$ cat src/rtl/led_scan_pkg.sv
package led_scan_pkg;

  typedef enum logic [2:0] {
    SC_UPD  = 3'd0,
    SC_SEL  = 3'd1,
    SC_STB  = 3'd2,
    SC_ON   = 3'd3,
    SC_DEAD = 3'd4
  } scan_state_e;

endpackage

$ cat src/rtl/lsc_rst_sync.sv
module lsc_rst_sync (
  input  logic clk,
  input  logic rst_n,
  output logic rst_n_sync
);

  logic meta_q;
  logic hold_q;

  always_ff @(posedge clk or negedge rst_n) begin
    if (!rst_n) begin
      meta_q <= 1'b0;
      hold_q <= 1'b0;
    end else begin
      meta_q <= 1'b1;
      hold_q <= meta_q;
    end
  end

  assign rst_n_sync = hold_q;

endmodule

$ cat src/rtl/lsc_frame_buf.sv
module lsc_frame_buf #(
  parameter int ROWS  = 8,
  parameter int COLS  = 16,
  parameter int ROW_W = 3
) (
  input  logic             clk,
  input  logic             rst_n,
  input  logic             host_we,
  input  logic [ROW_W-1:0] host_row,
  input  logic [COLS-1:0]  host_data,
  input  logic             host_commit,
  input  logic             swap_en,
  input  logic [ROW_W-1:0] rd_row,
  output logic [COLS-1:0]  rd_data,
  output logic             busy
);

  logic [ROWS-1:0][COLS-1:0] shadow_q, shadow_d;
  logic [ROWS-1:0][COLS-1:0] active_q, active_d;
  logic                      pend_q, pend_d;

  always_comb begin
    shadow_d = shadow_q;
    active_d = active_q;
    pend_d   = pend_q;
    if (host_we) begin
      shadow_d[host_row] = host_data;
    end
    if (swap_en && pend_q) begin
      active_d = shadow_q;
      pend_d   = 1'b0;
    end
    if (host_commit) begin
      pend_d = 1'b1;
    end
  end

  always_ff @(posedge clk or negedge rst_n) begin
    if (!rst_n) begin
      shadow_q <= '0;
      active_q <= '0;
      pend_q   <= 1'b0;
    end else begin
      shadow_q <= shadow_d;
      active_q <= active_d;
      pend_q   <= pend_d;
    end
  end

  assign rd_data = active_q[rd_row];
  assign busy    = pend_q;

  // the pending flag never drops unless the scanner opened the slot
  a_r7_drop_only_in_slot: assert property (@(posedge clk) disable iff (!rst_n)
    $fell(pend_q) |-> $past(swap_en));

endmodule

$ cat src/rtl/lsc_col_shift.sv
module lsc_col_shift #(
  parameter int COLS      = 16,
  parameter int SCLK_HALF = 2
) (
  input  logic            clk,
  input  logic            rst_n,
  input  logic            start,
  input  logic [COLS-1:0] load_data,
  output logic            sdata,
  output logic            sclk,
  output logic            busy
);

  localparam int BW = $clog2(COLS + 1);
  localparam int DW = $clog2(SCLK_HALF + 1);

  logic [COLS-1:0] sreg_q, sreg_d;
  logic [BW-1:0]   bits_q, bits_d;
  logic [DW-1:0]   div_q, div_d;
  logic            sclk_q, sclk_d;

  always_comb begin
    sreg_d = sreg_q;
    bits_d = bits_q;
    div_d  = div_q;
    sclk_d = sclk_q;
    if (start) begin
      sreg_d = load_data;
      bits_d = BW'(COLS);
      div_d  = '0;
      sclk_d = 1'b0;
    end else if (bits_q != '0) begin
      if (div_q == DW'(SCLK_HALF - 1)) begin
        div_d = '0;
        if (!sclk_q) begin
          sclk_d = 1'b1;
        end else begin
          sclk_d = 1'b0;
          sreg_d = {sreg_q[COLS-2:0], 1'b0};
          bits_d = bits_q - 1'b1;
        end
      end else begin
        div_d = div_q + 1'b1;
      end
    end
  end

  always_ff @(posedge clk or negedge rst_n) begin
    if (!rst_n) begin
      sreg_q <= '0;
      bits_q <= '0;
      div_q  <= '0;
      sclk_q <= 1'b0;
    end else begin
      sreg_q <= sreg_d;
      bits_q <= bits_d;
      div_q  <= div_d;
      sclk_q <= sclk_d;
    end
  end

  assign sdata = sreg_q[COLS-1];
  assign sclk  = sclk_q;
  assign busy  = (bits_q != '0);

  // data bit does not move on the edge the driver samples
  a_r2_data_steady_on_rise: assert property (@(posedge clk) disable iff (!rst_n)
    $rose(sclk_q) |-> $stable(sreg_q[COLS-1]));

  // the serial clock only toggles inside a transfer
  a_r2_sclk_idle_low: assert property (@(posedge clk) disable iff (!rst_n)
    !busy |-> !sclk_q);

endmodule

$ cat src/rtl/lsc_scan_fsm.sv
module lsc_scan_fsm
  import led_scan_pkg::*;
#(
  parameter int ROWS        = 8,
  parameter int ROW_W       = 3,
  parameter int ON_CYCLES   = 400,
  parameter int DEAD_CYCLES = 8
) (
  input  logic             clk,
  input  logic             rst_n,
  input  logic             sh_busy,
  output logic             sh_start,
  output logic [ROW_W-1:0] sh_row,
  output logic             swap_en,
  output logic [ROW_W-1:0] cur_row,
  output logic             blank,
  output logic             strobe
);

  localparam int CMAX = (ON_CYCLES > DEAD_CYCLES) ? ON_CYCLES : DEAD_CYCLES;
  localparam int CW   = $clog2(CMAX + 2);
  localparam logic [ROW_W-1:0] LAST = ROW_W'(ROWS - 1);

  scan_state_e      st_q, st_d;
  logic [CW-1:0]    cnt_q, cnt_d;
  logic [ROW_W-1:0] row_q, row_d;
  logic             blank_q, strobe_q;

  always_comb begin
    st_d     = st_q;
    row_d    = row_q;
    cnt_d    = (cnt_q == {CW{1'b1}}) ? cnt_q : cnt_q + 1'b1;
    sh_start = 1'b0;
    sh_row   = '0;
    swap_en  = 1'b0;
    unique case (st_q)
      SC_UPD: begin
        swap_en  = (cnt_q == '0);
        sh_start = (cnt_q == CW'(1));
        if (cnt_q >= CW'(2) && cnt_q >= CW'(ON_CYCLES - 1) && !sh_busy) begin
          st_d  = SC_SEL;
          row_d = '0;
          cnt_d = '0;
        end
      end
      SC_SEL: begin
        st_d = SC_STB;
      end
      SC_STB: begin
        st_d  = SC_ON;
        cnt_d = '0;
      end
      SC_ON: begin
        sh_row   = row_q + 1'b1;
        sh_start = (cnt_q == '0) && (row_q != LAST);
        if (cnt_q >= CW'(1) && cnt_q >= CW'(ON_CYCLES - 1) && !sh_busy) begin
          st_d  = SC_DEAD;
          cnt_d = '0;
        end
      end
      SC_DEAD: begin
        if (cnt_q >= CW'(DEAD_CYCLES - 1)) begin
          cnt_d = '0;
          if (row_q == LAST) begin
            st_d = SC_UPD;
          end else begin
            st_d  = SC_SEL;
            row_d = row_q + 1'b1;
          end
        end
      end
      default: begin
        st_d  = SC_UPD;
        cnt_d = '0;
      end
    endcase
  end

  always_ff @(posedge clk or negedge rst_n) begin
    if (!rst_n) begin
      st_q     <= SC_UPD;
      cnt_q    <= '0;
      row_q    <= '0;
      blank_q  <= 1'b1;
      strobe_q <= 1'b0;
    end else begin
      st_q     <= st_d;
      cnt_q    <= cnt_d;
      row_q    <= row_d;
      blank_q  <= (st_d != SC_ON);
      strobe_q <= (st_d == SC_STB);
    end
  end

  assign cur_row = row_q;
  assign blank   = blank_q;
  assign strobe  = strobe_q;

  // the address only steps forward by one or wraps to row 0
  a_r5_row_steps: assert property (@(posedge clk) disable iff (!rst_n)
    !$stable(row_q) |-> (row_q == $past(row_q) + 1'b1) || (row_q == '0));

  // strobe is a single-cycle pulse
  a_r4_strobe_single: assert property (@(posedge clk) disable iff (!rst_n)
    strobe_q |=> !strobe_q);

endmodule

$ cat src/rtl/led_row_scan.sv
module led_row_scan #(
  parameter int ROWS        = 8,
  parameter int COLS        = 16,
  parameter int SCLK_HALF   = 2,
  parameter int ON_CYCLES   = 400,
  parameter int DEAD_CYCLES = 8,
  localparam int ROW_W      = $clog2(ROWS)
) (
  input  logic             clk,
  input  logic             rst_n,
  input  logic             host_we,
  input  logic [ROW_W-1:0] host_row,
  input  logic [COLS-1:0]  host_data,
  input  logic             host_commit,
  output logic             host_busy,
  output logic             col_sdata,
  output logic             col_sclk,
  output logic             col_strobe,
  output logic             disp_blank,
  output logic [ROW_W-1:0] row_sel
);

  logic             rst_q_n;
  logic             sh_busy;
  logic             sh_start;
  logic [ROW_W-1:0] sh_row;
  logic             swap_en;
  logic [COLS-1:0]  rd_data;

  lsc_rst_sync u_rst (
    .clk        (clk),
    .rst_n      (rst_n),
    .rst_n_sync (rst_q_n)
  );

  lsc_frame_buf #(.ROWS(ROWS), .COLS(COLS), .ROW_W(ROW_W)) u_buf (
    .clk         (clk),
    .rst_n       (rst_q_n),
    .host_we     (host_we),
    .host_row    (host_row),
    .host_data   (host_data),
    .host_commit (host_commit),
    .swap_en     (swap_en),
    .rd_row      (sh_row),
    .rd_data     (rd_data),
    .busy        (host_busy)
  );

  lsc_col_shift #(.COLS(COLS), .SCLK_HALF(SCLK_HALF)) u_shift (
    .clk       (clk),
    .rst_n     (rst_q_n),
    .start     (sh_start),
    .load_data (rd_data),
    .sdata     (col_sdata),
    .sclk      (col_sclk),
    .busy      (sh_busy)
  );

  lsc_scan_fsm #(.ROWS(ROWS), .ROW_W(ROW_W), .ON_CYCLES(ON_CYCLES),
                 .DEAD_CYCLES(DEAD_CYCLES)) u_fsm (
    .clk      (clk),
    .rst_n    (rst_q_n),
    .sh_busy  (sh_busy),
    .sh_start (sh_start),
    .sh_row   (sh_row),
    .swap_en  (swap_en),
    .cur_row  (row_sel),
    .blank    (disp_blank),
    .strobe   (col_strobe)
  );

  // latch only while dark
  a_r4_strobe_blanked: assert property (@(posedge clk) disable iff (!rst_q_n)
    col_strobe |-> disp_blank);

  // no latch while bits are still travelling
  a_r3_no_strobe_mid_shift: assert property (@(posedge clk) disable iff (!rst_q_n)
    col_strobe |-> (!sh_busy && !col_sclk));

  // address moves only inside a dark stretch
  a_r4_row_moves_blanked: assert property (@(posedge clk) disable iff (!rst_q_n)
    !$stable(row_sel) |-> (disp_blank && $past(disp_blank)));

  // light returns only right after a latch
  a_r4_unblank_after_strobe: assert property (@(posedge clk) disable iff (!rst_q_n)
    $fell(disp_blank) |-> $past(col_strobe));

  // the copy happens with the display dark
  a_r7_swap_while_dark: assert property (@(posedge clk) disable iff (!rst_q_n)
    $fell(host_busy) |-> disp_blank);

endmodule

$ cat config.mk
export PLATFORM = sky130hd
export DESIGN_NAME = led_row_scan
export DESIGN_NICKNAME = d
export VERILOG_FILES = /design/src/rtl/led_scan_pkg.sv /design/src/rtl/lsc_rst_sync.sv /design/src/rtl/lsc_frame_buf.sv /design/src/rtl/lsc_col_shift.sv /design/src/rtl/lsc_scan_fsm.sv /design/src/rtl/led_row_scan.sv
export SDC_FILE = /design/constraint.sdc
export NUM_CORES = 1
export LEC_CHECK = 0
export BUFFER_PORTS_ARGS = -buffer_cell sky130_fd_sc_hd__buf_2
export CAP_MARGIN = 20
export CORE_ASPECT_RATIO = 0.5
export CORE_UTILIZATION = 61
export CTS_CLUSTER_DIAMETER = 50
export DETAILED_ROUTE_END_ITERATION = 8
export PLACE_DENSITY = 0.82
export SLEW_MARGIN = 5
export SYNTH_ARGS = -nofsm -noshare
export SYNTH_HDL_FRONTEND = slang
export SYNTH_HIERARCHICAL = 1
export SYNTH_SLANG_ARGS = --single-unit
$ cat constraint.sdc
create_clock -name clk -period 14.6 [get_ports clk]
set_input_delay 2.92 -clock clk [delete_from_list [all_inputs] [get_ports clk]]
set_output_delay 2.92 -clock clk [all_outputs]
set_load 0.03 [all_outputs]
==> impl_metrics.toml, run 1 <==
[status]
outcome = "completed"

[logic_synthesis]
synth_commonest_cells = "dfrtp_1, mux2_2, a21oi_1, mux4_1, buf_2"
synth_edf_count = 0
synth_area_mm2 = 0.0130
yosys_warnings = 6
ys_seq_elements = 300
yosys.cell_types.count = 58
yosysTopAreaCellShare_pct = 57.6
synth_ff_type = "dfrtp_1"
netlist_top_cells_area = "dfrtp_1, mux2_2, mux4_1"
synth_seq_area_share_pct = 57.8
syn_inst = 851
synth-compound-area-share_pct = 4.26
synthXorXnorAreaFrac_pct = 0.202
syn-mean-instance-area_um2 = 15.3
synth_fa_ha_area_share_pct = 0.578
ys_async_sr_fraction_pct = 100
syn_nets = 880
yosys.area.top_type = "dfrtp_1"
yosys.area_share.simple_pct = 4.11
synth_most_common_cell = "dfrtp_1"
synthMuxAreaShare_pct = 30.3
synth_top_family_by_area = "multiplexers"

[detailed_routing]
ant_nets = 0
wire_per_inst_um = 22.2
totalWireLength_um = 25800
via_count = 7226
first_pass_iters = 6
vias_per_cell = 6.23
drtIter0Drc = 542
drc = 0

[global_routing]
grt_pass1_vias = 7528
antenna_found_initial = 0
grt_util_all_layers_pct = 24.7
grt_max_degree = 177
grt_pass1_wl_um = 41800
grt_overflow = 0

[final_layout]
n_fill_cell = 1275
fin_area_mm2 = 0.0143
drive_gt1_share_pct = 43.7
final_nets = 896
area.sequential_mm2 = 0.00751
diodes = 0
multiInputGateArea_mm2 = 0.00516
area_delta_synth_final_pct = 10.3

[worst_setup_path]
cp_top_family = "flip-flops"
cp.depth = 1
path_buf_inv = 1
critPathLaunchType = "flop"
crit_slowest_cell = "dfstp_2"
cp-startpoint = "u_fsm/blank"
path_cells = "buf_2"
end_kind = "output pin"
slowest_delay_ns = 0.51
regToRegSetupSlack_ns = 11.15
reg2reg_from = "u_fsm/cnt_q[5]"
reg2reg_depth = 6
crit_path_end = "disp_blank"
timing.rr.end = "u_buf/active_q[66]"
crit_path_max_fanout = 1
setup.worst_path.class = "flop to output pin"
worst-endpoint-required_ns = 11.68
crit_arrival_ns = 1.22

[timing]
fin_skew_ns = 0.0123
fin_setup_tns_ns = 0
rsz0062_at_grt = "false"
fin_crit_ns = 4.14
slew_violations = 0
max_freq_mhz = 241
slew_headroom_pct = 28.5
period_share_pct = 28.4
finalHoldViolations = 0
worst_pin_slew_ns = 1.07
setup_viol = 0

[place]
place_congestion = 0.843
hpwl_um = 14900
placedInstanceArea_mm2 = 0.0133
port_buffers = 30

[clocking]
cts-root-buf = "clkbuf_16"
htreeDepth = 1
cts.sinks = 300
clkTransAtPathRegs_ns = 0.07
ctsResizeCount = 0
cts_buffer_depth = 3
clkLatencyLatePin_ns = 0.53
cts_buffers = 26
cts_setup_buffers = 0
ctsHoldBuffers = 0
cts_tree = "yes"

[die]
die_area_mm2 = 0.0219
core_mm2 = 0.0207
io-pin-count = 31
fp.dieH_um = 105
die_width_um = 208
start_util_pct = 62.7
rows = 37

[run]
cap_violations = 0

[power]
switching_share_pct = 21.3
p_clk_share_pct = 41.9
p_leak_nw = 6.75
p_int_mw = 1.47
switching_power_mw = 0.398
power_frac_seq_pct = 51.5
combPwrFrac_pct = 6.6
vdd_ir_drop_max_v = 0.0000689
p_per_area_mw_per_mm2 = 131

[hold_path]
min_path_type = "flop to async pin"
## logic make-up (layout without fill, tap and decap cells)
| family | after synthesis | after routing |
|---|---|---|
| muxes | 308 | 308 |
| buffers and inverters | 65 | 101 |
| AOI/OAI and AO/OA | 88 | 88 |
| adders and majority gates | 6 | 6 |
| DFF | 300 | 300 |
| and+or+nand+nor | 80 | 80 |
| xor gates and xnor gates | 3 | 3 |
| other | 1 | 1 |
## worst min-delay path by stage
stage / from / endpoint / slack, ns / depth (start not counted)
final: u_rst/rst_n_sync / u_buf/active_q[83] / 0.31 / 0
after global routing: u_rst/rst_n_sync / u_buf/active_q[18] / 0.36 / 0
after CTS: u_rst/rst_n_sync / u_buf/shadow_q[2] / 0.33 / 0
after detailed placement: u_rst/rst_n_sync / u_buf/active_q[18] / 0.32 / 0
after global placement: u_rst/rst_n_sync / u_buf/shadow_q[18] / 0.32 / 0
after floorplan: u_rst/meta_q / u_rst/rst_n_sync / 0.33 / 0
## state kept, by name (all words and copies together) (netlist names)
register,count
u_fsm/st_q,3
u_rst/meta_q,1
u_shift/sclk,1
u_fsm/blank,1
u_shift/div_q,2
u_rst/rst_n_sync,1
u_shift/bits_q,5
u_buf/shadow_q,128
u_fsm/cnt_q,9
u_fsm/cur_row,3
u_buf/active_q,128
u_shift/sreg_q,16
u_fsm/strobe,1
u_buf/busy,1
## power by group through the flow
stage / clock, mW / sequential [mW] / combinational (mW)
3_3_place_gp: 0 / 0.968 / 0.114
4_1_cts: 0.799 / 0.962 / 0.124
6_report: 0.784 / 0.962 / 0.123
3_5_place_dp: 0 / 0.976 / 0.122
5_1_grt: 0.830 / 0.973 / 0.135
2_1_floorplan: 0 / 0.970 / 0.0862
## metal layers
layer | track usage [%] | wire length, um | vias up | share of wire [%]
li1 | - | - | 3183 | -
met1 | 35.7 | 11900 | 3839 | 46
met4 | 4.60 | 341 | 0 | 1.3
met2 | 40.3 | 12600 | 172 | 49
met5 | 0 | 0 | - | 0
met3 | 3.97 | 1000 | 32 | 3.9
## cell usage in the layout (no fill, tap or decap), types with 3 or more instances in the layout
master     netlist  routed
mux4_1          28      28
o21ai_0         21      21
dfrtp_1        299     298
clkbuf_8         0       8
inv_1           12      12
o31ai_1          4       4
a31oi_1         17      17
or4_1            5       5
or3_1            3       3
nand4b_2         3       3
nor2_1          15      14
nand2_1         10       9
ha_1             6       6
buf_4            8       8
clkbuf_16        0      27
clkinv_2         0       5
bufinv_16        0       6
nor3_2           0       3
mux2_2         272     272
mux4_2           4       4
buf_2           25      30
nand3_1          4       4
mux2i_1          4       4
nor2b_1         15      15
a21o_1           3       3
a21oi_1         28      28
## through the flow
step	hold slack (ns)	utilization (%)	cells	setup WS (ns)	power, mW
global placement	0.315	64.2	1111	10.00	1.08
CTS	0.330	69.1	1159	10.44	1.89
global route	0.363	69.2	1160	10.41	1.94
finish	0.311	69.2	1160	10.46	1.87
detailed placement	0.325	64.2	1111	9.92	1.10
floorplan	0.331	-	851	5.62	1.06
## area by class of cell
class	instances	area share, %
inverter	13	0.341
tap	273	2.39
clock buffer	37	5.54
sequential	300	52.5
clock inverter	11	1.43
timing repair buffer	40	1.80
multi-input combinational	486	36.0
## worst reg2reg max path, delay by kind of cell (launching register included)
family	cells	cell delay [ns]
simple gates	4	1.80
buf+inv	1	0.69
mux	1	0.44
flops	1	0.40
Power figures use the tool's default switching activity.
==> run 2, diff against run 1 <==
- ABC_AREA: default -> 1
- CORE_UTILIZATION: 61 -> 56
- PLACE_DENSITY: 0.82 -> 0.79
- clock period: 14.6 -> 3.68 ns (I/O delays scaled with it)
==> impl_metrics.toml, run 2 <==
[status]
outcome = "completed"

[power]
p_leak_nw = 7.61
p_per_area_mw_per_mm2 = 494
p_total_mw = 7.15
vdd_ir_drop_max_v = 0.000381

[timing]
slew_violations = 0
worst_pin_slew_ns = 1.19
fin_skew_ns = 0.0197
setup_viol = 0
rsz0062_at_grt = "false"
finalHoldViolations = 0
max_freq_mhz = 369
fin_setup_tns_ns = 0
period_share_pct = 73.7
worst_hold_slack_ns = 0.353
fin_crit_ns = 2.71
slew_headroom_pct = 20.6

[logic_synthesis]
ys_seq_elements = 300
synth_area_mm2 = 0.0133
synth_seq_area_share_pct = 56.5
syn_inst = 1584
yosys.area.top_type = "dfrtp_1"
yosys.cell_types.count = 38
synth_ff_type = "dfrtp_1"
synth_most_common_cell = "nand2_1"
synth_commonest_cells = "nand2_1, dfrtp_1, inv_1"
netlist_top_cells_area = "dfrtp_1, nand2_1, o21ai_0"
ys_async_sr_fraction_pct = 100
yosys_warnings = 6
syn-mean-instance-area_um2 = 8.39
yosysTopAreaCellShare_pct = 56.3
syn_nets = 1613
synth_edf_count = 0

[place]
port_buffers = 30
hpwl_um = 18000
placedInstanceArea_mm2 = 0.0136
place_congestion = 0.820

[clocking]
cts_tree = "yes"
cts-root-buf = "clkbuf_16"
ctsResizeCount = 0
cts.sinks = 300
htreeDepth = 1
clkLatencyLatePin_ns = 0.56
cts_buffer_depth = 3
clkTransAtPathRegs_ns = 0.06
cts_buffers = 27
ctsHoldBuffers = 1
cts_setup_buffers = 0

[run]
cap_violations = 0

[detailed_routing]
wire_per_inst_um = 15.9
drc = 0
first_pass_iters = 5
ant_nets = 0
via_count = 10400
drtIter0Drc = 1010
vias_per_cell = 5.44
totalWireLength_um = 30300

[worst_setup_path]
crit_arrival_ns = 3.19
end_kind = "flop"
cp-startpoint = "u_fsm/cur_row[0]"
worst-endpoint-required_ns = 4.15
crit_path_max_fanout = 19
reg2reg_from = "u_fsm/cur_row[0]"
critPathLaunchType = "flop"
setup.worst_path.class = "flop to flop"

[global_routing]
grt_pass1_vias = 9887
grt_util_all_layers_pct = 25.8
grt_pass1_wl_um = 50300
grt_overflow = 0
antenna_found_initial = 0
grt_max_degree = 257

[final_layout]
n_fill_cell = 1881
diodes = 0
multiInputGateArea_mm2 = 0.00462
final_cell_mix = "nand2_1, dfrtp_1, inv_1"
drive_gt1_share_pct = 8.56
final_nets = 1610
fin_area_mm2 = 0.0145
layout_commonest_cell = "nand2_1"
area.sequential_mm2 = 0.00751
area_delta_synth_final_pct = 8.99
top_regs = "u_buf/active_q (128), u_buf/shadow_q (128), u_shift/sreg_q (16)"

[die]
start_util_pct = 57.7
fp.dieH_um = 111
io-pin-count = 31
core_mm2 = 0.0230
die_area_mm2 = 0.0244
rows = 39
die_width_um = 220

[hold_path]
min_path_type = "flop to flop"
min_from = "u_rst/meta_q"
-- run 2: cell count changes in the layout (fill, tap and decap cells not counted), moves of 28 or more --
| cell | before | now |
|---|---|---|
| mux2_2 | 272 | 0 |
| nand2_1 | 9 | 430 |
| nand3_1 | 4 | 102 |
| nor2_1 | 14 | 133 |
| inv_1 | 12 | 192 |
| o21ai_0 | 21 | 148 |
| a21oi_1 | 28 | 112 |
| mux4_1 | 28 | 0 |
-- run 2: metrics by stage --
step / util, % / worst slack, ns / cells
3_3_place_gp: 59.2 / 1.15 / 1858
5_1_grt: 62.9 / 0.858 / 1908
3_5_place_dp: 59.2 / 1.04 / 1858
6_report: 62.9 / 0.967 / 1908
2_1_floorplan: - / 0.695 / 1584
4_1_cts: 62.9 / 1.03 / 1908
-- run 2: final timing paths --
path	endpoint	slack, ns	cells after the start
worst min-delay path	u_rst/rst_n_sync	0.35	0
worst max-delay path	u_shift/sreg_q[6]	0.97	11
worst max register to register	u_shift/sreg_q[6]	0.97	11
max in group asynchronous	u_buf/shadow_q[88]	2.24	1
min in group asynchronous	u_buf/shadow_q[11]	0.42	0
worst min register to register	u_rst/rst_n_sync	0.35	0
-- run 2: critical path, stage by stage (launching register included) --
cell,delay (ns)
dfrtp_1,0.44
ha_1,0.32
inv_1,0.09
nor2_2,0.06
inv_1,0.75
buf_4,0.38
nand3_1,0.10
nand2_1,0.08
nand2_1,0.08
nand2_1,0.08
mux2i_1,0.08
o21ai_2,0.14
-- run 2: report_power, final --
part | internal (mW) | switching [mW]
Combinational | 0.204 | 0.358
Sequential | 3.67 | 0.186
Clock | 1.51 | 1.23
-- run 2: routing by layer --
layer,share of wire (%),GRT usage (%),up-vias
met2,46,39.8,326
met4,1.7,5.89,0
met5,0,0,-
li1,-,-,4944
met1,45,37.8,5059
met3,7.3,5.21,49
-- run 2: cell families after synthesis --
| family | count (synthesis) | share of synthesized area [%] |
|---|---|---|
| simple gates | 691 | 21.2 |
| flops | 300 | 56.5 |
| compound gates | 285 | 11.4 |
| buf+inv | 282 | 9.01 |
| mux | 15 | 1.13 |
| fa+ha+maj | 6 | 0.565 |
| xor+xnor | 4 | 0.264 |
| other cells | 1 | 0.0282 |
-- run 2: area by class of cell --
| class | instances | share of cell area, % |
|---|---|---|
| well taps | 307 | 2.65 |
| repair buffers | 50 | 2.52 |
| clock inverters | 9 | 0.673 |
| inverters | 200 | 5.21 |
| clock buffers | 40 | 5.21 |
| flip-flops and latches | 300 | 51.8 |
| multi-input cells | 1002 | 31.9 |
==> run 3, diff against run 2 <==
- clock period: 3.68 -> 2.2 ns (I/O delays scaled with it)
==> impl_metrics.toml, run 3 (synthesized netlist as in run 2, its figures left out) <==
[worst_setup_path]
timing.rr.end = "u_shift/sreg_q[8]"
slowest_delay_ns = 0.41
reg2reg_depth = 9
path_cells = "ha_1 -> ha_1 -> inv_1 -> nor2_2 -> buf_4 -> nand2_1 -> nand2_1 -> mux2i_1 -> o21ai_2"
reg2reg_from = "u_fsm/cur_row[1]"
crit_slowest_cell = "dfrtp_1"
setup.worst_path.class = "flop to flop"
critPathLaunchType = "flop"
worst-endpoint-required_ns = 2.64
crit_path_max_fanout = 16
path_buf_inv = 2
regToRegSetupSlack_ns = 0.07
cp_top_family = "adder cells"
end_kind = "flop"
crit_arrival_ns = 2.58

[timing]
slew_violations = 0
worst_pin_slew_ns = 0.566
fin_skew_ns = 0.00900
period_share_pct = 97.0
fin_crit_ns = 2.13
rsz0062_at_grt = "false"
max_freq_mhz = 469
layout_setup_ws_ns = 0.0663
setup_viol = 0
slew_headroom_pct = 62.2
finalHoldViolations = 0

[clocking]
cts_buffers = 26
cts.sinks = 300
htreeDepth = 1
clkTransAtPathRegs_ns = 0.07
cts-root-buf = "clkbuf_16"
cts_buffer_depth = 3
cts_tree = "yes"
clkLatencyLatePin_ns = 0.53

[detailed_routing]
totalWireLength_um = 31400
drc = 0
drtIter0Drc = 903
wire_per_inst_um = 16.2
via_count = 10600
ant_nets = 0
vias_per_cell = 5.48
first_pass_iters = 7

[global_routing]
grt_pass1_wl_um = 51500
grt_util_all_layers_pct = 26.6
grt_overflow = 0
antenna_found_initial = 0
grt_max_degree = 127
grt_pass1_vias = 10400

[run]
cap_violations = 0

[die]
start_util_pct = 57.7
die_width_um = 220
io-pin-count = 31
rows = 39
core_mm2 = 0.0230
die_area_mm2 = 0.0244
fp.dieH_um = 111

[power]
p_per_area_mw_per_mm2 = 824
p_clk_share_pct = 39.4
p_int_mw = 9.32
switching_power_mw = 2.93
p_leak_nw = 7.80
vdd_ir_drop_max_v = 0.000726
switching_share_pct = 23.9
combPwrFrac_pct = 8.1
power_frac_seq_pct = 52.6

[hold_path]
hold_depth = 2
min_from = "host_commit"
hold_path_end = "u_buf/busy"
min_path_type = "primary input to flop"

[final_layout]
n_fill_cell = 1816
fin_area_mm2 = 0.0149
drive_gt1_share_pct = 10.5
top_regs = "u_buf/active_q (128), u_buf/shadow_q (128), u_shift/sreg_q (16)"
multiInputGateArea_mm2 = 0.00466
final_nets = 1633
layout_commonest_cell = "nand2_1"
area.sequential_mm2 = 0.00751
diodes = 0
area_delta_synth_final_pct = 11.8
final_cell_mix = "nand2_1, dfrtp_1, inv_1"

[place]
dp_slack_ns = 0.0618
placedInstanceArea_mm2 = 0.0139
port_buffers = 30
hpwl_um = 19200
place_congestion = 0.883

[status]
outcome = "completed"
## run 3: worst reg2reg max path, stage by stage, from the launching register on
cell     delay [ns]
dfrtp_1        0.41
ha_1           0.22
ha_1           0.30
inv_1          0.06
nor2_2         0.20
buf_4          0.33
nand2_1        0.09
nand2_1        0.16
mux2i_1        0.12
o21ai_2        0.16
## run 3: how the worst max path moves through the flow
stage / from / to / cells past startpoint / slack [ns]
finish: u_fsm/cur_row[1] / u_shift/sreg_q[8] / 9 / 0.07
global route: u_fsm/st_q[2] / u_shift/sreg_q[11] / 12 / 0.006
CTS: u_fsm/cur_row[1] / u_shift/sreg_q[8] / 9 / 0.06
detailed placement: u_fsm/st_q[2] / u_shift/sreg_q[8] / 12 / 0.06
global placement: u_fsm/st_q[2] / u_shift/sreg_q[2] / 12 / 0.15
floorplan: u_rst/rst_n_sync / u_buf/active_q[0] / 0 / -0.79
## run 3: area by class of cell
class | count | area share, %
flip-flops and latches | 300 | 50.5
multi-input cells | 1002 | 31.3
inverters | 200 | 5.08
clock buffers | 34 | 4.92
repair buffers | 74 | 4.31
well taps | 307 | 2.58
clock inverters | 14 | 1.24
## run 3: power by group through the flow
stage | combinational, mW | sequential (mW) | clock (mW)
after floorplan | 0.634 | 6.52 | 0
after global placement | 0.909 | 6.49 | 0
after detailed placement | 0.970 | 6.53 | 0
after CTS | 0.995 | 6.43 | 4.91
after global routing | 1.15 | 6.50 | 5.12
final | 0.987 | 6.44 | 4.83
## run 3: metal layers
metal | vias up | share of wire [%] | routed length (um) | track usage, %
li1 | 4993 | - | - | -
met1 | 5148 | 44 | 13700 | 37.3
met2 | 376 | 48 | 15200 | 43.7
met3 | 56 | 6.0 | 1870 | 3.68
met4 | 0 | 2.0 | 627 | 6.80
met5 | - | 0 | 0 | 0
## run 3: stage by stage
stage | hold slack (ns) | total power [mW] | util, % | setup TNS (ns) | instances
after CTS | 0.107 | 12.3 | 64.4 | 0 | 1930
final | 0.128 | 12.3 | 64.5 | 0 | 1931
after global placement | 0.225 | 7.40 | 60.3 | 0 | 1881
after floorplan | 0.144 | 7.15 | - | -233.25 | 1584
after detailed placement | 0.228 | 7.50 | 60.3 | 0 | 1881
after global routing | 0.120 | 12.8 | 64.5 | 0 | 1931
## run 3: what timing repair did
action	in CTS	in global routing
hold buffers	1	0
buffers inserted	0	1
pin swaps	0	1
endpoints found under the hold margin	2	0
gates resized for setup	3	5
endpoints found under the setup margin	2	119
